**src/rtl/chan_status_pkg.sv**
```systemverilog
package chan_status_pkg;
  localparam int STAT_W     = 32;
  localparam int NUM_MDM    = 4;
  localparam int SYNC_DEPTH = 2;

  localparam int BIT_RXDATA    = 0;
  localparam int BIT_LIVE_BASE = 3;
  localparam int BIT_OVERRUN   = 13;
  localparam int BIT_TXEMPTY   = 25;

  // modem line index: 0 carrier, 1 set-ready, 2 clear-to-send, 3 ring
  function automatic int chg_bit(input int line);
    case (line)
      0:       return 18;
      1:       return 16;
      2:       return 17;
      default: return 22;
    endcase
  endfunction

  function automatic logic [STAT_W-1:0] flag_mask();
    logic [STAT_W-1:0] m;
    m = '0;
    for (int i = 0; i < NUM_MDM; i++) m[chg_bit(i)] = 1'b1;
    m[BIT_OVERRUN] = 1'b1;
    return m;
  endfunction

  function automatic logic [STAT_W-1:0] used_mask();
    logic [STAT_W-1:0] m;
    m = flag_mask();
    for (int i = 0; i < NUM_MDM; i++) m[BIT_LIVE_BASE + i] = 1'b1;
    m[BIT_RXDATA]  = 1'b1;
    m[BIT_TXEMPTY] = 1'b1;
    return m;
  endfunction
endpackage

```
**src/rtl/cs_sync_chain.sv**
```systemverilog
module cs_sync_chain #(
  parameter int WIDTH = 4,
  parameter int DEPTH = 2
) (
  input  logic             clk,
  input  logic             rst_n,
  input  logic [WIDTH-1:0] d_async,
  output logic [WIDTH-1:0] q_sync
);
  logic [WIDTH-1:0] stage [DEPTH];

  generate
    for (genvar s = 0; s < DEPTH; s++) begin : g_stage
      always_ff @(posedge clk or negedge rst_n) begin
        if (!rst_n) stage[s] <= '0;
        else if (s == 0) stage[s] <= d_async;
        else stage[s] <= stage[(s == 0) ? 0 : s-1];
      end
    end
  endgenerate

  assign q_sync = stage[DEPTH-1];
endmodule

```
**src/rtl/cs_sticky_flag.sv**
```systemverilog
module cs_sticky_flag (
  input  logic clk,
  input  logic rst_n,
  input  logic set_evt,
  input  logic clr_req,
  output logic q
);
  // a new event on the clearing edge wins
  always_ff @(posedge clk or negedge rst_n) begin
    if (!rst_n) q <= 1'b0;
    else q <= set_evt | (q & ~clr_req);
  end
endmodule

```
**src/rtl/chan_status_reg.sv**
```systemverilog
module chan_status_reg
  import chan_status_pkg::*;
(
  input  logic              clk,
  input  logic              rst_n,
  input  logic [NUM_MDM-1:0] mdm_pin,
  input  logic              rx_avail,
  input  logic              rx_overrun,
  input  logic              tx_empty,
  input  logic              en_rx_irq,
  input  logic              en_tx_irq,
  input  logic              en_ms_irq,
  input  logic              wr_en,
  input  logic [STAT_W-1:0] wr_data,
  output logic [STAT_W-1:0] status,
  output logic              irq
);
  localparam logic [STAT_W-1:0] CLR_MASK = flag_mask();

  logic [NUM_MDM-1:0] lvl_sync;
  logic [NUM_MDM-1:0] lvl_prev;
  logic [NUM_MDM-1:0] chg_q;
  logic [STAT_W-1:0]  clr_vec;
  logic               ovr_q;

  assign clr_vec = wr_en ? (wr_data & CLR_MASK) : '0;

  cs_sync_chain #(.WIDTH(NUM_MDM), .DEPTH(SYNC_DEPTH)) u_sync (
    .clk(clk), .rst_n(rst_n), .d_async(mdm_pin), .q_sync(lvl_sync)
  );

  always_ff @(posedge clk or negedge rst_n) begin
    if (!rst_n) lvl_prev <= '0;
    else lvl_prev <= lvl_sync;
  end

  generate
    for (genvar g = 0; g < NUM_MDM; g++) begin : g_line
      cs_sticky_flag u_chg (
        .clk(clk), .rst_n(rst_n),
        .set_evt(lvl_sync[g] ^ lvl_prev[g]),
        .clr_req(clr_vec[chg_bit(g)]),
        .q(chg_q[g])
      );
    end
  endgenerate

  cs_sticky_flag u_ovr (
    .clk(clk), .rst_n(rst_n),
    .set_evt(rx_overrun),
    .clr_req(clr_vec[BIT_OVERRUN]),
    .q(ovr_q)
  );

  always_comb begin
    status = '0;
    status[BIT_RXDATA]  = rx_avail;
    status[BIT_TXEMPTY] = tx_empty;
    status[BIT_OVERRUN] = ovr_q;
    for (int i = 0; i < NUM_MDM; i++) begin
      status[BIT_LIVE_BASE + i] = lvl_sync[i];
      status[chg_bit(i)]        = chg_q[i];
    end
  end

  assign irq = (rx_avail & en_rx_irq) | (tx_empty & en_tx_irq) |
               ((|chg_q) & en_ms_irq);
endmodule

```
**config.mk**
```make
export PLATFORM = sky130hd
export DESIGN_NAME = chan_status_reg
export DESIGN_NICKNAME = d
export VERILOG_FILES = /design/src/rtl/chan_status_pkg.sv /design/src/rtl/cs_sync_chain.sv /design/src/rtl/cs_sticky_flag.sv /design/src/rtl/chan_status_reg.sv
export SDC_FILE = /design/constraint.sdc
export NUM_CORES = 1
export LEC_CHECK = 0
export BUFFER_PORTS_ARGS = -buffer_cell sky130_fd_sc_hd__buf_4
export CAP_MARGIN = 5
export CORE_ASPECT_RATIO = 0.7
export CORE_MARGIN = 10
export CORE_UTILIZATION = 35
export DETAILED_ROUTE_END_ITERATION = 10
export GPL_ROUTABILITY_DRIVEN = 0
export PLACE_DENSITY = 0.82
export SYNTH_ARGS = -nofsm -noshare
export SYNTH_HDL_FRONTEND = slang
export SYNTH_SLANG_ARGS = --single-unit
```
**constraint.sdc**
```tcl
create_clock -name clk -period 1.2 [get_ports clk]
set_clock_uncertainty 0.2 [all_clocks]
set_input_delay 0.18 -clock clk [delete_from_list [all_inputs] [get_ports clk]]
set_output_delay 0.18 -clock clk [all_outputs]
set_load 0.01 [all_outputs]
```
==> results of run 1 <==
==> per-layer routing <==
layer	track usage	part of all wire	wire length (um)
met1	0.0693	0.35	629
met2	0.139	0.49	891
met3	0.0636	0.16	282
met4	0.0317	0.0066	12
met5	0	0	0
==> sequential cells by signal (all words and copies together), names as in the netlist <==
signal          flops
u_sync.stage        4
g_line.u_chg.q      4
lvl_prev            4
u_sync.q_sync       4
u_ovr.q             1
==> how the worst max path moves through the flow <==
stage,to,slack (ps),cells past startpoint
floorplan,irq,1,2
global placement,irq,-160,3
detailed placement,irq,-210,3
CTS,irq,-530,3
global route,irq,-560,3
finish,irq,-490,3
==> kinds of logic after synthesis <==
logic type             count (synthesis)  synth area share
buffers and inverters                 32             0.307
flip-flops                            17             0.544
AO/OA/AOI/OAI                          7            0.0704
AND/OR/NAND/NOR                        6            0.0288
XOR/XNOR                               4            0.0448
other                                  1           0.00480
==> where the power goes <==
part	switching [uW]	leakage [uW]	internal, uW	total, uW
logic	118	0.000400	178	296
clock network	177	0.0000139	127	304
registers	29.3	0.000190	608	638
total	325	0.000604	913	1240
==> layout by cell type, fill, tap and decap left out <==
master,count
a21o_1,4
a21o_2,1
a22oi_1,1
buf_4,26
buf_6,15
clkbuf_4,3
clkinvlp_4,1
conb_1,21
dfrtp_1,17
dlygate4sd3_1,12
nand2_1,6
o41ai_4,1
xor2_1,4
==> metrics by stage <==
stage                     hold slack (ps)  power (uW)
after floorplan                      -316         800
after global placement               -155         838
after detailed placement             -152         846
after CTS                            60.6        1220
after global routing                 72.4        1310
final                                63.3        1240
==> timing repair <==
item | CTS | global route
setup endpoints to repair | 10 | 12
gates resized for setup | 12 | 4
pin swaps | 1 | 0
buffers inserted | 6 | 3
cloned | 0 | 0
hold buffers | 12 | 0
hold endpoints to repair | 26 | 0
==> layout make-up <==
cell class                      count  area [um2]
Tap cell                           32        40.0
Timing Repair Buffer               53         484
Sequential cell                    17         425
Clock inverter                      1        7.51
Multi-Input combinational cell     38         210
Clock buffer                        3        22.5
Fill cell                         185         947
==> out/metrics.cfg, run 1 <==
[run_status]
outcome=complete, but fails checks
violations=negative setup slack

[worst_setup_path]
slowest_stage=dfrtp_1
cp_max_fo=2
worstSetupPathType=flip-flop to output pin
path_cells=o41ai_4 > nand2_1 > buf_4
cp-end-kind=output pin
critPathBufInv=1
reg2reg_to=g_line[2].u_chg.q
cpPeakStageDelay_ps=420
required_ps=820
critical_path.startpoint=g_line[3].u_chg.q
r2r-start=g_line[2].u_chg.q
r2r_slack_ps=-40
critPathLaunchType=flip-flop
arrival_ps=1310
r2r_cells=4
crit_family=flip-flops

[cells_and_area]
diodes=0
fin_nets=158
synthToLayoutAreaGrowth_pct=52.2
final_area_um2=1190
final_cells=144
drive_above_1_share=0.420
post-route-util=0.557

[drt]
drc=0
routed_wl_um=1820
wire_per_inst_um=12.6
via_per_inst=3.63
drt-initial-drc-count=1
vias=522
drtPass1Iterations=2
ant_nets=0

[clocking]
cts_sinks=17
htreeDepth=1
clkLatencyLatePin_ps=290
cts-root-buf=clkbuf_4
clock_path_buffers=2
cts_tree=done
cts_buffers=3
clk_pin_slew_ps=100

[logic_synthesis]
synth_cell_types=9
synth_area_um2=782
yosys.area.top_type=dfrtp_1
synthCells=67
dominantRegCellSynth=dfrtp_1
synthArstFlopShare=1.00
synth_edf_count=0
ys_ff_latch=17
ys_warn_count=0
yosysMostFrequentCell=buf_4
synth_top_area_frac=0.544
yosys-top-cells-area=dfrtp_1 (54%), buf_4 (31%), xor2_1 (4.5%), a21o_1 (3.8%), nand2_1 (2.9%)
synth_common_cells=buf_4 (32), dfrtp_1 (17), nand2_1 (6)
ys_seq_area_frac=0.544
avgSynthCellArea_um2=11.7

[global_route]
grt_usage=0.0800
overflow=0
grt_pass1_vias=598
grt_pass1_wl_um=2860
grt_max_degree=18
antenna_found_initial=0

[power]
p_per_area_nw_per_um2=1040
p_leak_uw=0.000604
ir_drop_mv=0.765

[sta]
max_freq_ghz=0.593
finalCritPeriodShare=1.41
fin_ws_ps=-486
rsz0062_at_grt=true
fin_tns_setup_ps=-1380
period_minus_slack_ps=1690
slew_violations=0
hold_viol=0
setup_viol=10

[placed_design]
dpl_cell_area_um2=912
dp_hpwl_um=1370
port_buffers=29
post-place-ws_ps=-210
dp.cells=120

[die]
start_util=0.366
io_pins=78
dieArea_um2=4550
die_h_um=59.5
core_um2=2140
rows=14
die_w_um=76.5

[hold_path]
hold_path_class=input pin to asynchronous set/reset pin

[run]
drv_cap=0

(Power assumes the default switching activity.)
==> run 2, diff against run 1 <==
--- a/config.mk
+++ b/config.mk
@@ -9,10 +9,11 @@
 export CAP_MARGIN = 5
 export CORE_ASPECT_RATIO = 0.7
 export CORE_MARGIN = 10
-export CORE_UTILIZATION = 35
+export CORE_UTILIZATION = 31
 export DETAILED_ROUTE_END_ITERATION = 10
 export GPL_ROUTABILITY_DRIVEN = 0
-export PLACE_DENSITY = 0.82
+export PLACE_DENSITY = 0.77
 export SYNTH_ARGS = -nofsm -noshare
 export SYNTH_HDL_FRONTEND = slang
 export SYNTH_SLANG_ARGS = --single-unit
+export TNS_END_PERCENT = 10
==> constraint.sdc (replaced) <==
create_clock -name clk -period 1.4 [get_ports clk]
set_clock_uncertainty 0.2 [all_clocks]
set_input_delay 0.21 -clock clk [delete_from_list [all_inputs] [get_ports clk]]
set_output_delay 0.21 -clock clk [all_outputs]
set_load 0.01 [all_outputs]
==> out/metrics.cfg, run 2 (synthesized netlist as in run 1, its figures left out) <==
[run_status]
outcome=complete, but fails checks
violations=negative setup slack

[drt]
via_per_inst=3.55  ; -2.1%
vias=472  ; -9.6%
drt-initial-drc-count=1  ; unchanged
ant_nets=0  ; unchanged
routed_wl_um=1690  ; -7.0%
drc=0  ; unchanged
wire_per_inst_um=12.7  ; +0.69%
drtPass1Iterations=2  ; unchanged

[clocking]
cts_buffers=3  ; unchanged
cts-root-buf=clkbuf_4
clock_path_buffers=2  ; unchanged
htreeDepth=1  ; unchanged
cts_sinks=17  ; unchanged
cts_tree=done
clkLatencyLatePin_ps=280  ; about the same
clk_pin_slew_ps=90  ; about the same

[cells_and_area]
final_common_cell=buf_4
drive_above_1_share=0.394  ; -0.0257
diodes=0  ; unchanged
fin_nets=145  ; -8.2%
synthToLayoutAreaGrowth_pct=32.8
layout_common_cells=buf_4 (26), conb_1 (21), dfrtp_1 (17), buf_6 (8)
fill_cells=245  ; +32%

[placed_design]
dp_hpwl_um=1370  ; about the same
post-place-ws_ps=36.4  ; +247 ps
port_buffers=29  ; unchanged

[power]
p_per_area_nw_per_um2=964  ; -7.3%
p_leak_uw=0.000527  ; -13%
ir_drop_mv=0.662  ; -13%

[die]
core_um2=2440  ; +14%
rows=15  ; +1
io_pins=78  ; unchanged
start_util=0.321  ; -0.0454
die_w_um=80.0  ; +4.6%
die_h_um=62.0  ; +4.2%
dieArea_um2=4960  ; +9.0%

[sta]
hold-worst-slack_ps=18.2  ; -45.1 ps
rsz0062_at_grt=true
slew_violations=0  ; unchanged
fin_ws_ps=-258  ; +229 ps
max_freq_ghz=0.603
hold_viol=0  ; unchanged
period_minus_slack_ps=1660
finalCritPeriodShare=1.18
setup_viol=2  ; -8

[hold_path]
hold_path_class=input pin to flip-flop
min-delay-start=wr_data[13]
hold_depth=3
worstHoldEndpoint=u_ovr.q

[worst_setup_path]
critPathLaunchType=flip-flop
reg2reg_to=g_line[0].u_chg.q
r2r_cells=3  ; -1
cp-end-kind=output pin
r2r_slack_ps=290  ; +330 ps
worstSetupPathType=flip-flop to output pin
required_ps=990  ; +170 ps
cp_max_fo=2  ; unchanged
r2r-start=g_line[0].u_chg.q
arrival_ps=1250  ; -60 ps

[global_route]
grt_usage=0.0597  ; -0.0203
grt_pass1_vias=508  ; -15%
grt_pass1_wl_um=2230  ; -22%
grt_max_degree=18  ; unchanged
overflow=0  ; unchanged
antenna_found_initial=0  ; unchanged

[run]
drv_cap=0  ; unchanged

## run 2: changes by cell type in the layout (fill, tap and decap cells not counted), sizes merged
cell and delta:
buf -7, dlygate4sd3 -6, clkbuf +1, clkinvlp -1
## run 2: per-stage QoR
| step | TNS [ps] | utilization | power, uW | instance area (um2) | std cells |
|---|---|---|---|---|---|
| 4_1_cts | -255 | 0.407 | 987 | 993 | 131 |
| 2_1_floorplan | 0 | - | 683 | 857 | 87 |
| 6_report | -291 | 0.426 | 1000 | 1040 | 133 |
| 3_3_place_gp | 0 | 0.369 | 713 | 900 | 121 |
| 3_5_place_dp | 0 | 0.369 | 719 | 900 | 121 |
| 5_1_grt | -397 | 0.426 | 1050 | 1040 | 133 |
## run 2: cell type report
type,instances,area (um2),area share
timing repair buffer,40,345,0.333
clock buffer,4,26.3,0.0253
sequential,17,425,0.410
multi-input combinational,38,199,0.192
tap,34,42.5,0.0410
## run 2: critical path, stage by stage (launching register included)
cell and delay, ps:
dfrtp_1 410, o41ai_2 330, nand2_1 100, buf_6 130
## run 2: layer usage
metal  track usage  wire length [um]  up-vias
met5             0                 0        -
met4        0.0300                 0        0
met3        0.0316               253        0
met2         0.128               975       26
met1        0.0408               460      224
li1              -                 -      222
## run 2: how the worst max path moves through the flow
stage / start / endpoint / slack (ps) / cells past startpoint
2_1_floorplan: g_line[0].u_chg.q / irq / 160 / 2
3_3_place_gp: g_line[1].u_chg.q / irq / 30 / 3
3_5_place_dp: g_line[0].u_chg.q / irq / 40 / 3
4_1_cts: g_line[0].u_chg.q / irq / -250 / 3
5_1_grt: g_line[1].u_chg.q / irq / -310 / 3
6_report: g_line[3].u_chg.q / irq / -260 / 3
## run 2: repair_timing
item,in CTS,in global routing
endpoints found under the setup margin,1,4
hold buffers,6,0
pin swaps,0,2
resized for setup,1,8
setup buffers,0,2
endpoints found under the hold margin,22,0
## run 2: report_power, final
part           total, uW  switching [uW]  internal [uW]  leakage (uW)
combinational        209            91.9            117      0.000322
clock                250             139            111     0.0000150
sequential           543            21.0            522      0.000190
==> run 3, diff against run 2 <==
--- a/config.mk
+++ b/config.mk
@@ -9,10 +9,11 @@
 export CAP_MARGIN = 5
 export CORE_ASPECT_RATIO = 0.7
 export CORE_MARGIN = 10
-export CORE_UTILIZATION = 31
+export CORE_UTILIZATION = 35
 export DETAILED_ROUTE_END_ITERATION = 10
 export GPL_ROUTABILITY_DRIVEN = 0
-export PLACE_DENSITY = 0.77
+export PLACE_DENSITY = 0.82
+export SKIP_LAST_GASP = 1
 export SYNTH_ARGS = -nofsm -noshare
 export SYNTH_HDL_FRONTEND = slang
 export SYNTH_SLANG_ARGS = --single-unit
==> constraint.sdc (replaced) <==
create_clock -name clk -period 1.7 [get_ports clk]
set_clock_uncertainty 0.2 [all_clocks]
set_input_delay 0.255 -clock clk [delete_from_list [all_inputs] [get_ports clk]]
set_output_delay 0.255 -clock clk [all_outputs]
set_load 0.01 [all_outputs]
==> out/metrics.cfg, run 3 (synthesized netlist as in run 1, its figures left out) <==
[run_status]
outcome=finished, final reports clean

[global_route]
grt_max_degree=18  ; unchanged
grt_usage=0.0637  ; +0.00396
grt_pass1_vias=546  ; +7.5%
overflow=0  ; unchanged
busiest_layer=met2
grt_pass1_wl_um=2430  ; +9.0%
met1_usage=0.0538  ; +0.0130
met3_usage=0.0485  ; +0.0169
antenna_found_initial=0  ; unchanged
grt_util_met2=0.122  ; -0.00573

[run]
drv_cap=0  ; unchanged

[sta]
hold_viol=0  ; unchanged
period_minus_slack_ps=1670
slew_violations=0  ; unchanged
rsz0062_at_grt=true
setup_viol=0  ; -2
fin_tns_setup_ps=0  ; +291 ps
max_freq_ghz=0.599
finalCritPeriodShare=0.983

[drt]
via_per_inst=3.60  ; +1.5%
wire_per_inst_um=11.9  ; -5.9%
drtPass1Iterations=2  ; unchanged
drt-initial-drc-count=3  ; +2
vias=461  ; -2.3%
drc=0  ; unchanged
ant_nets=0  ; unchanged
routed_wl_um=1530  ; -9.5%

[power]
combPwrFrac=0.184  ; -0.025
p_per_area_nw_per_um2=805  ; -17%
power.net_switching_uw=194  ; -23%
seq_power_share=0.563  ; +0.021
switching_share=0.245  ; -0.00638
p_leak_uw=0.000501  ; -4.9%
clkPwrFrac=0.252  ; +0.003
p_int_uw=597  ; -20%
ir_drop_mv=0.530  ; -20%

[cells_and_area]
diodes=0  ; unchanged
final_area_um2=983  ; -5.3%
layout_common_cells=buf_4 (31), conb_1 (21), dfrtp_1 (17), nand2_1 (6), dlygate4sd3_1 (6)
fill_cells=202  ; -18%
drive_above_1_share=0.375  ; -0.0189
multi_input_area_um2=199  ; unchanged
fin_nets=142  ; -2.1%
post-route-util=0.460  ; +0.0345
ff_latch_area_um2=425  ; unchanged
final_common_cell=buf_4
synthToLayoutAreaGrowth_pct=25.8
final_cells=128  ; -3.8%

[worst_setup_path]
cp-end-kind=output pin
arrival_ps=1220  ; -30 ps
cp_max_fo=2  ; unchanged
required_ps=1240  ; +250 ps
worstSetupPathType=flip-flop to output pin
critPathLaunchType=flip-flop

[die]
start_util=0.366  ; +0.0454
io_pins=78  ; unchanged
die_w_um=76.5  ; -4.4%
rows=14  ; -1
dieArea_um2=4550  ; -8.2%
die_h_um=59.5  ; -4.0%
core_um2=2140  ; -12%

[clocking]
clkLatencyLatePin_ps=270  ; about the same
clk_pin_slew_ps=90  ; about the same
cts_buffers=3  ; unchanged
cts-root-buf=clkbuf_4
htreeDepth=1  ; unchanged
cts_tree=done
clock_path_buffers=2  ; unchanged
cts_sinks=17  ; unchanged

[placed_design]
dp.cells=116  ; -4.1%
port_buffers=29  ; unchanged
dpl_cell_area_um2=875  ; -2.8%

[hold_path]
hold_path_class=input pin to flip-flop

[run 3: power groups by stage]
| stage | logic [uW] | registers, uW | clock network (uW) |
|---|---|---|---|
| final | 146 | 446 | 200 |
| after global routing | 161 | 450 | 230 |
| after CTS | 146 | 447 | 209 |
| after detailed placement | 126 | 455 | 0 |
| after global placement | 124 | 453 | 0 |
| after floorplan | 113 | 450 | 0 |
[run 3: through the flow]
step	hold slack, ps	setup slack [ps]	total power (uW)
CTS	62.8	16.3	802
global route	69.1	-29.8	840
finish	68.6	29.5	791
global placement	-78.4	268	577
floorplan	-241	411	563
detailed placement	-71.3	268	581
[run 3: worst max-delay path, stage by stage, from the launching register on]
cell and delay (ps):
dfrtp_1 390, o41ai_2 330, nand2_1 70, buf_4 150
[run 3: repair_timing]
item                                    CTS  global route
resized for setup                         1             0
endpoints found under the hold margin    22             0
hold buffers                              6             0
setup buffers                             2             0
endpoints found under the setup margin    1             1
[run 3: worst paths after layout]
path / from / slack [ps] / endpoint / depth (start not counted)
hold / removal: wr_data[17] / 70 / g_line[2].u_chg.q / 3
hold reg to reg: u_sync.stage[6] / 160 / u_sync.q_sync[2] / 0
max in group asynchronous: rst_n / 940 / u_sync.q_sync[3] / 2
setup reg to reg: u_sync.q_sync[0] / 660 / g_line[0].u_chg.q / 2
min in group asynchronous: rst_n / 180 / u_sync.stage[5] / 2
setup / recovery: g_line[0].u_chg.q / 30 / irq / 3
[run 3: cell type report]
cell class                 count  share of cell area
multi-input combinational     38               0.202
sequential                    17               0.433
clock buffer                   4              0.0267
timing repair buffer          37               0.298
tap                           32              0.0407
[run 3: per-layer routing]
metal / vias up / wire length (um)
met1: 212 / 500
li1: 219 / -
met5: - / 0
met3: 0 / 253
met4: 0 / 0
met2: 30 / 775
